**config.mk**
```make
export PLATFORM = sky130hd
export DESIGN_NAME = dac_regif_top
export DESIGN_NICKNAME = d
export VERILOG_FILES = /design/src/rtl/dac_regif_pkg.sv /design/src/rtl/dac_bus_capture.sv /design/src/rtl/dac_corr_engine.sv /design/src/rtl/dac_latch_ctrl.sv /design/src/rtl/dac_regif_top.sv
export SDC_FILE = /design/constraint.sdc
export NUM_CORES = 1
export LEC_CHECK = 0
export CAP_MARGIN = 40
export CORE_ASPECT_RATIO = 0.75
export CORE_MARGIN = 3
export CORE_UTILIZATION = 35
export CTS_BUF_LIST = sky130_fd_sc_hd__clkbuf_2 sky130_fd_sc_hd__clkbuf_4 sky130_fd_sc_hd__clkbuf_8
export CTS_CLUSTER_SIZE = 20
export DETAILED_ROUTE_END_ITERATION = 16
export GPL_TIMING_DRIVEN = 0
export MAX_ROUTING_LAYER = met4
export PLACE_DENSITY = 0.54
export SLEW_MARGIN = 20
export SYNTH_ARGS = -nofsm -noshare
export SYNTH_HDL_FRONTEND = slang
export SYNTH_SLANG_ARGS = --single-unit
```
**constraint.sdc**
```tcl
create_clock -name clk -period 16.7 [get_ports clk]
set_input_delay 1.67 -clock clk [delete_from_list [all_inputs] [get_ports clk]]
set_output_delay 1.67 -clock clk [all_outputs]
set_load 0.005 [all_outputs]
```
**src/rtl/dac_regif_pkg.sv**
```systemverilog
package dac_regif_pkg;

    localparam int CODE_W = 12;
    localparam int ADDR_W = 5;
    localparam int MON_W  = 5;

    localparam logic [ADDR_W-1:0] ADR_CFG  = 5'h00;
    localparam logic [ADDR_W-1:0] ADR_GPR  = 5'h01;
    localparam logic [ADDR_W-1:0] ADR_MON  = 5'h02;
    localparam logic [1:0]        PAGE_CH  = 2'b01;
    localparam logic [1:0]        PAGE_OFS = 2'b10;

    localparam int CFG_LOAD_BIT = 0;
    localparam int CFG_CORR_BIT = 1;

    typedef logic [CODE_W-1:0] code_t;

    typedef struct packed {
        logic              valid;
        logic [ADDR_W-1:0] addr;
        code_t             data;
    } bus_wr_t;

    function automatic code_t fmt_swap(input code_t v, input logic twos);
        fmt_swap = {v[CODE_W-1] ^ twos, v[CODE_W-2:0]};
    endfunction

    function automatic code_t reset_code(input logic mid);
        reset_code = mid ? {1'b1, {(CODE_W-1){1'b0}}} : '0;
    endfunction

    function automatic code_t sat_add(input code_t base, input code_t ofs);
        logic signed [CODE_W+1:0] sum;
        sum = $signed({2'b00, base}) + $signed({{2{ofs[CODE_W-1]}}, ofs});
        if (sum < 0)
            sat_add = '0;
        else if (sum > $signed({2'b00, {CODE_W{1'b1}}}))
            sat_add = '1;
        else
            sat_add = sum[CODE_W-1:0];
    endfunction

endpackage

```
**src/rtl/dac_bus_capture.sv**
```systemverilog
module dac_bus_capture
    import dac_regif_pkg::*;
(
    input  logic              clk,
    input  logic              rst,
    input  logic              cs_n,
    input  logic              rw,
    input  logic [ADDR_W-1:0] addr,
    input  code_t             din,
    output bus_wr_t           wr
);
    logic              cs_n_q;
    logic              rw_q;
    logic [ADDR_W-1:0] addr_q;
    code_t             din_q;

    always_ff @(posedge clk) begin
        if (rst) begin
            cs_n_q <= 1'b1;
            rw_q   <= 1'b1;
            addr_q <= '0;
            din_q  <= '0;
        end else begin
            cs_n_q <= cs_n;
            if (!cs_n) begin
                rw_q   <= rw;
                addr_q <= addr;
                din_q  <= din;
            end
        end
    end

    always_comb begin
        wr.valid = !cs_n_q && cs_n && !rw_q && !rst;
        wr.addr  = addr_q;
        wr.data  = din_q;
    end

endmodule

```
**src/rtl/dac_corr_engine.sv**
```systemverilog
module dac_corr_engine
    import dac_regif_pkg::*;
#(
    parameter int NCH         = 8,
    parameter int CORR_CYCLES = 4
) (
    input  logic                  clk,
    input  logic                  rst,
    input  logic                  hw_clr,
    input  code_t                 clr_code,
    input  logic                  start,
    input  logic [NCH-1:0][CODE_W-1:0] in_codes,
    input  logic [NCH-1:0][CODE_W-1:0] ofs_codes,
    output logic [NCH-1:0][CODE_W-1:0] corr_codes,
    output logic                  busy
);
    localparam int CNT_W = $clog2(CORR_CYCLES + 1);
    localparam logic [CNT_W-1:0] CNT_LOAD = CNT_W'(CORR_CYCLES);
    localparam logic [CNT_W-1:0] CNT_LAST = CNT_W'(1);

    logic [CNT_W-1:0] cnt;

    always_ff @(posedge clk) begin
        if (rst || hw_clr) begin
            cnt <= '0;
        end else if (start) begin
            cnt <= CNT_LOAD;
        end else if (cnt != '0) begin
            cnt <= cnt - CNT_LAST;
        end
    end

    for (genvar g = 0; g < NCH; g++) begin : g_lane
        always_ff @(posedge clk) begin
            if (rst || hw_clr) begin
                corr_codes[g] <= clr_code;
            end else if (!start && cnt == CNT_LAST) begin
                corr_codes[g] <= sat_add(in_codes[g], ofs_codes[g]);
            end
        end
    end

    assign busy = (cnt != '0);

endmodule

```
**src/rtl/dac_latch_ctrl.sv**
```systemverilog
module dac_latch_ctrl
    import dac_regif_pkg::*;
#(
    parameter int NCH = 8
) (
    input  logic                  clk,
    input  logic                  rst,
    input  logic                  load_n,
    input  logic                  ld_bit,
    input  logic                  busy,
    input  logic                  hw_clr,
    input  code_t                 clr_code,
    input  logic [NCH-1:0][CODE_W-1:0] src_codes,
    output logic [NCH-1:0][CODE_W-1:0] latch_codes,
    output logic                  async_mode
);
    logic trig;
    logic pend;
    logic xfer;

    assign trig = !load_n || ld_bit;
    assign xfer = (async_mode || trig || pend) && !busy;

    always_ff @(posedge clk) begin
        if (rst) begin
            async_mode <= !load_n;
            pend       <= 1'b0;
        end else if (hw_clr || xfer) begin
            pend <= 1'b0;
        end else if (trig) begin
            pend <= 1'b1;
        end
    end

    for (genvar g = 0; g < NCH; g++) begin : g_latch
        always_ff @(posedge clk) begin
            if (rst || hw_clr) begin
                latch_codes[g] <= clr_code;
            end else if (xfer) begin
                latch_codes[g] <= src_codes[g];
            end
        end
    end

endmodule

```
**src/rtl/dac_regif_top.sv**
```systemverilog
module dac_regif_top
    import dac_regif_pkg::*;
#(
    parameter int NCH         = 8,
    parameter int CORR_CYCLES = 4
) (
    input  logic                  clk,
    input  logic                  rst,
    input  logic                  cs_n,
    input  logic                  rw,
    input  logic [ADDR_W-1:0]     addr,
    input  logic [CODE_W-1:0]     din,
    output logic [CODE_W-1:0]     dout,
    output logic                  data_oe,
    input  logic                  load_n,
    input  logic                  fmt_twos,
    input  logic                  hw_rst_n,
    input  logic                  rst_sel,
    input  logic                  clr_n,
    output logic                  busy_n,
    output logic [MON_W-1:0]      mon_sel,
    output logic [NCH*CODE_W-1:0] dac_out
);
    localparam int CIW = (NCH > 1) ? $clog2(NCH) : 1;

    bus_wr_t wr;
    code_t   rcode;
    logic    hw_clr;
    logic    corr_en;
    code_t   gpr_reg;
    code_t   mon_reg;
    logic    busy;
    logic    async_mode;
    logic    ld_bit;
    logic    corr_start;
    logic    wr_ch;
    logic    wr_ofs;
    logic    wr_cfg;
    logic [CIW-1:0] wr_idx;
    logic [CIW-1:0] rd_idx;

    logic [NCH-1:0][CODE_W-1:0] in_reg;
    logic [NCH-1:0][CODE_W-1:0] ofs_reg;
    logic [NCH-1:0][CODE_W-1:0] corr_codes;
    logic [NCH-1:0][CODE_W-1:0] src_codes;
    logic [NCH-1:0][CODE_W-1:0] latch_codes;
    logic [NCH*CODE_W-1:0]      latch_flat;

    assign rcode  = reset_code(rst_sel);
    assign hw_clr = !hw_rst_n && cs_n && !rst;

    dac_bus_capture u_bus (
        .clk  (clk),
        .rst  (rst),
        .cs_n (cs_n),
        .rw   (rw),
        .addr (addr),
        .din  (din),
        .wr   (wr)
    );

    assign wr_idx = wr.addr[CIW-1:0];
    assign wr_cfg = wr.valid && (wr.addr == ADR_CFG);
    assign wr_ch  = wr.valid && (wr.addr[ADDR_W-1:ADDR_W-2] == PAGE_CH)
                    && (32'(wr_idx) < NCH);
    assign wr_ofs = wr.valid && (wr.addr[ADDR_W-1:ADDR_W-2] == PAGE_OFS)
                    && (32'(wr_idx) < NCH);
    assign ld_bit = wr_cfg && wr.data[CFG_LOAD_BIT];

    assign corr_start = !hw_clr &&
                        ((corr_en && (wr_ch || wr_ofs)) ||
                         (wr_cfg && wr.data[CFG_CORR_BIT]));

    always_ff @(posedge clk) begin
        if (rst) begin
            corr_en <= 1'b0;
            gpr_reg <= '0;
            mon_reg <= '0;
        end else if (wr.valid) begin
            if (wr.addr == ADR_CFG) corr_en <= wr.data[CFG_CORR_BIT];
            if (wr.addr == ADR_GPR) gpr_reg <= wr.data;
            if (wr.addr == ADR_MON) mon_reg <= wr.data;
        end
    end

    for (genvar g = 0; g < NCH; g++) begin : g_regs
        always_ff @(posedge clk) begin
            if (rst || hw_clr) begin
                in_reg[g] <= rcode;
            end else if (wr_ch && (32'(wr_idx) == g)) begin
                in_reg[g] <= fmt_swap(wr.data, fmt_twos);
            end
        end

        always_ff @(posedge clk) begin
            if (rst) begin
                ofs_reg[g] <= '0;
            end else if (wr_ofs && (32'(wr_idx) == g)) begin
                ofs_reg[g] <= wr.data;
            end
        end

        assign src_codes[g] = corr_en ? corr_codes[g] : in_reg[g];
        assign latch_flat[g*CODE_W +: CODE_W] = latch_codes[g];
        assign dac_out[g*CODE_W +: CODE_W]    = clr_n ? latch_codes[g] : '0;
    end

    dac_corr_engine #(
        .NCH         (NCH),
        .CORR_CYCLES (CORR_CYCLES)
    ) u_corr (
        .clk        (clk),
        .rst        (rst),
        .hw_clr     (hw_clr),
        .clr_code   (rcode),
        .start      (corr_start),
        .in_codes   (in_reg),
        .ofs_codes  (ofs_reg),
        .corr_codes (corr_codes),
        .busy       (busy)
    );

    dac_latch_ctrl #(
        .NCH (NCH)
    ) u_latch (
        .clk         (clk),
        .rst         (rst),
        .load_n      (load_n),
        .ld_bit      (ld_bit),
        .busy        (busy),
        .hw_clr      (hw_clr),
        .clr_code    (rcode),
        .src_codes   (src_codes),
        .latch_codes (latch_codes),
        .async_mode  (async_mode)
    );

    assign rd_idx = addr[CIW-1:0];

    always_comb begin
        dout = '0;
        if (addr == ADR_CFG) begin
            dout[CFG_CORR_BIT] = corr_en;
        end else if (addr == ADR_GPR) begin
            dout = gpr_reg;
        end else if (addr == ADR_MON) begin
            dout = mon_reg;
        end else if (addr[ADDR_W-1:ADDR_W-2] == PAGE_CH && 32'(rd_idx) < NCH) begin
            dout = fmt_swap(in_reg[rd_idx], fmt_twos);
        end else if (addr[ADDR_W-1:ADDR_W-2] == PAGE_OFS && 32'(rd_idx) < NCH) begin
            dout = ofs_reg[rd_idx];
        end
    end

    assign data_oe = !cs_n && rw;
    assign busy_n  = !busy;
    assign mon_sel = mon_reg[MON_W-1:0];

endmodule

```
==> metrics.md <==
| Metric | Value |
|---|---|
| Grt ovf | 0 |
| Die height | 235 um |
| Hold Fails Final Rpt | 0 |
| Setup CP Type | in -> out |
| Nets | 2,648 |
| PwrDens | 96.7 nW/um2 |
| CP endpoint kind | primary output |
| Cells on Worst Hold Path | 2 |
| GP Congestion | 0.977 |
| Gr usage total | 24.8% |
| Syn_area_per_cell | 10.8 um2 |
| Worst Setup Start Kind | input pin |
| Mapped Cells | 2,256 |
| Routed Antenna Nets | 0 |
| Clock Power Share | 36.4% |
| Antenna violations before repair | 8 |
| Fin crit share | 39.8% |
| First-pass GRT wire length | 129 mm |
| Unrepaired setup endpoints after global routing | no |
| IO Count | 141 |
| Arr. time, crit path | 4980 ps |
| Hold buffers post-CTS | 0 |
| H-Tree Depth | 3 |
| Clock Skew | 24.5 ps |
| # DRC | 0 |
| Max-slew violations | 0 |
| Power Internal | 2.04 mW |
| Final Power | 2.81 mW |
| Deepest clock path buffer count | 3 |
| Comb power frac | 15.2% |
| Synth Warn # | 0 |
| Post-route insts no fill | 3,506 |
| Num CTS Buffers | 75 |
| Fin crit period | 6650 ps |
| CP Max Fanout | 10 |
| Sequential share of power | 48.3% |
| Total of max-cap violations | 0 |
| PortBufs | 137 |
| Status | finished clean |
| Post-CTS Setup Bufs | 0 |
| Via-per-instance ratio | 5.59 |
| R2r worst-path depth | 8 |
| Clk_lat worst skew | 680 ps |
| DRT Pass-1 Iters | 6 |
| Final setup viols | 0 |
| Largest net degree at the start of global routing | 49 |
| Met3 GRT Util | 6.64% |
| Most Used Layer, Global Route | met1 |
| Largest cells by area after synthesis | edfxtp_1, dfxtp_1, mux2i_1 |
| Clock sink count | 433 |
| Sw power | 773 uW |
| Syn nets | 2,397 |
| Leak pwr | 11.3 nW |
| Core area | 68,700 um2 |
| WL per Instance | 25.9 um |
| Fraction of layout cells with a size suffix above 1 | 12.1% |
| Yosys top cell by area | edfxtp_1 |
| Root Buffer | clkbuf_8 |
| Post-DP HPWL | 70.8 mm |
| Synth Register Bits | 433 |
| Slew HR | 41.2% |
| Area share of the largest cell type after synthesis | 35.5% |
| Synth cell types | 70 |
| Post-CTS resize count | 0 |
| Routing usage on met1 | 38.0% |
| Cell Rows | 83 |
| Post-Syn Area | 24,400 um2 |
| Worst slack at placement | 10,200 ps |
| Hold Crit Class | reg -> reg |
| Design Area, Final | 29,100 um2 |
| Initial core utilization | 35.5% |
| Async set-or-reset flop fraction in the synthesized netlist | 0% |
| Top_reg_cell synth | edfxtp_1 |
| Die width | 311 um |
| Worst slew pin tran | 875 ps |
| Vias post-DR | 19,600 |
| Total die area | 73,000 um2 |
| Post-synthesis sequential area ratio | 47.3% |
| Routed wire length | 90.8 mm |
| CTS tree | yes |
| Worst ir drop on vdd | 43.0 uV |
| Post-layout util | 42.4% |
| Vias in the first global route | 18,300 |
| Met2 usage | 32.6% |
| Number of enable flip-flop cells after synthesis | 289 |
| Clk pin slew, worst setup/hold paths | 50 ps |
| Post-DP Area | 27,500 um2 |
| Cells after DPL | 3,359 |
| Setup TNS | 0 ps |
| Initial DRC Count | 2,331 |
| Area growth from synthesis to final layout | 19.2% |
| Setup ws final | 10,050 ps |
| Hold slack | 504 ps |
| Worst EP required | 15,030 ps |
| Switching Share | 27.5% |
| Max Clk Rate | 0.150 GHz |
layout by cell type (no fill, tap or decap), types with 20 or more instances in the layout:
master / count
nor3_1: 33
nor2_1: 302
clkbuf_1: 81
buf_2: 32
mux4_2: 48
and2_1: 110
clkbuf_4: 34
edfxtp_1: 289
buf_6: 21
dfxtp_1: 144
clkdlybuf4s50_1: 137
o211ai_1: 50
mux2i_1: 239
nand2_1: 89
a21o_1: 43
xor2_1: 29
ha_1: 107
xnor2_1: 38
clkbuf_8: 87
nand3_1: 31
a21oi_1: 149
nand2b_1: 20
o21ai_0: 75
mux2_2: 22
inv_1: 56
worst paths after layout:
kind / start / endpoint / slack [ps]
setup / recovery: addr[1] / dout[11] / 10050
hold / removal: gpr_reg[5] / gpr_reg[5] / 500
setup reg to reg: in_reg[64] / u_corr.corr_codes[71] / 13340
hold reg to reg: gpr_reg[5] / gpr_reg[5] / 500
worst max-delay path: stages:
cell and delay (ps):
clkbuf_1 460, clkbuf_1 630, mux4_2 450, mux2_2 290, a222oi_1 650, nand2_1 270
clkdlybuf4s50_1 530
layout make-up:
type / instances / area, um2
fill: 6656 / 39600
multi-input combinational: 1626 / 12000
sequential: 433 / 11600
timing repair buffer: 174 / 1890
clock buffer: 121 / 1450
tap: 935 / 1170
buffer: 141 / 668
inverter: 56 / 210
clock inverter: 17 / 113
antenna: 3 / 7.51
layer usage:
metal	share of wire (%)	up-vias
li1	-	8842
met1	48	9720
met2	40	954
met3	11	95
met4	1.4	0
met5	0	-
logic make-up (layout without fill, tap and decap cells):
group / after synthesis / count (layout) / synth area share (%)
AOI/OAI and AO/OA: 451 / 451 / 11.8
xor gates and xnor gates: 67 / 67 / 2.40
adders and majority gates: 115 / 115 / 6.14
buffers and inverters: 197 / 509 / 3.57
DFF: 433 / 433 / 47.3
muxes: 309 / 309 / 15.2
other: 0 / 3 / 0
and+or+nand+nor: 684 / 684 / 13.5
synth_stat cells, types with 20 or more instances:
cell type / number
nand2b_1: 20
ha_1: 107
dfxtp_1: 144
and2_1: 110
buf_2: 26
nor3_1: 33
mux2_2: 22
edfxtp_1: 289
xnor2_1: 38
o211ai_1: 50
inv_1: 56
o21ai_0: 84
nor2_1: 303
mux2i_1: 239
a21oi_1: 149
a21o_1: 43
xor2_1: 29
mux4_2: 48
nand2_1: 90
clkbuf_1: 85
nand3_1: 31
power groups by stage:
stage               clock network (mW)  registers [mW]  logic [mW]
CTS                               1.04            1.36       0.431
detailed placement                   0            1.38       0.428
global placement                     0            1.42       0.385
global route                      1.09            1.37       0.465
finish                            1.03            1.36       0.429
floorplan                            0            1.37       0.215
No activity file was read; power rests on OpenSTA's default activity.
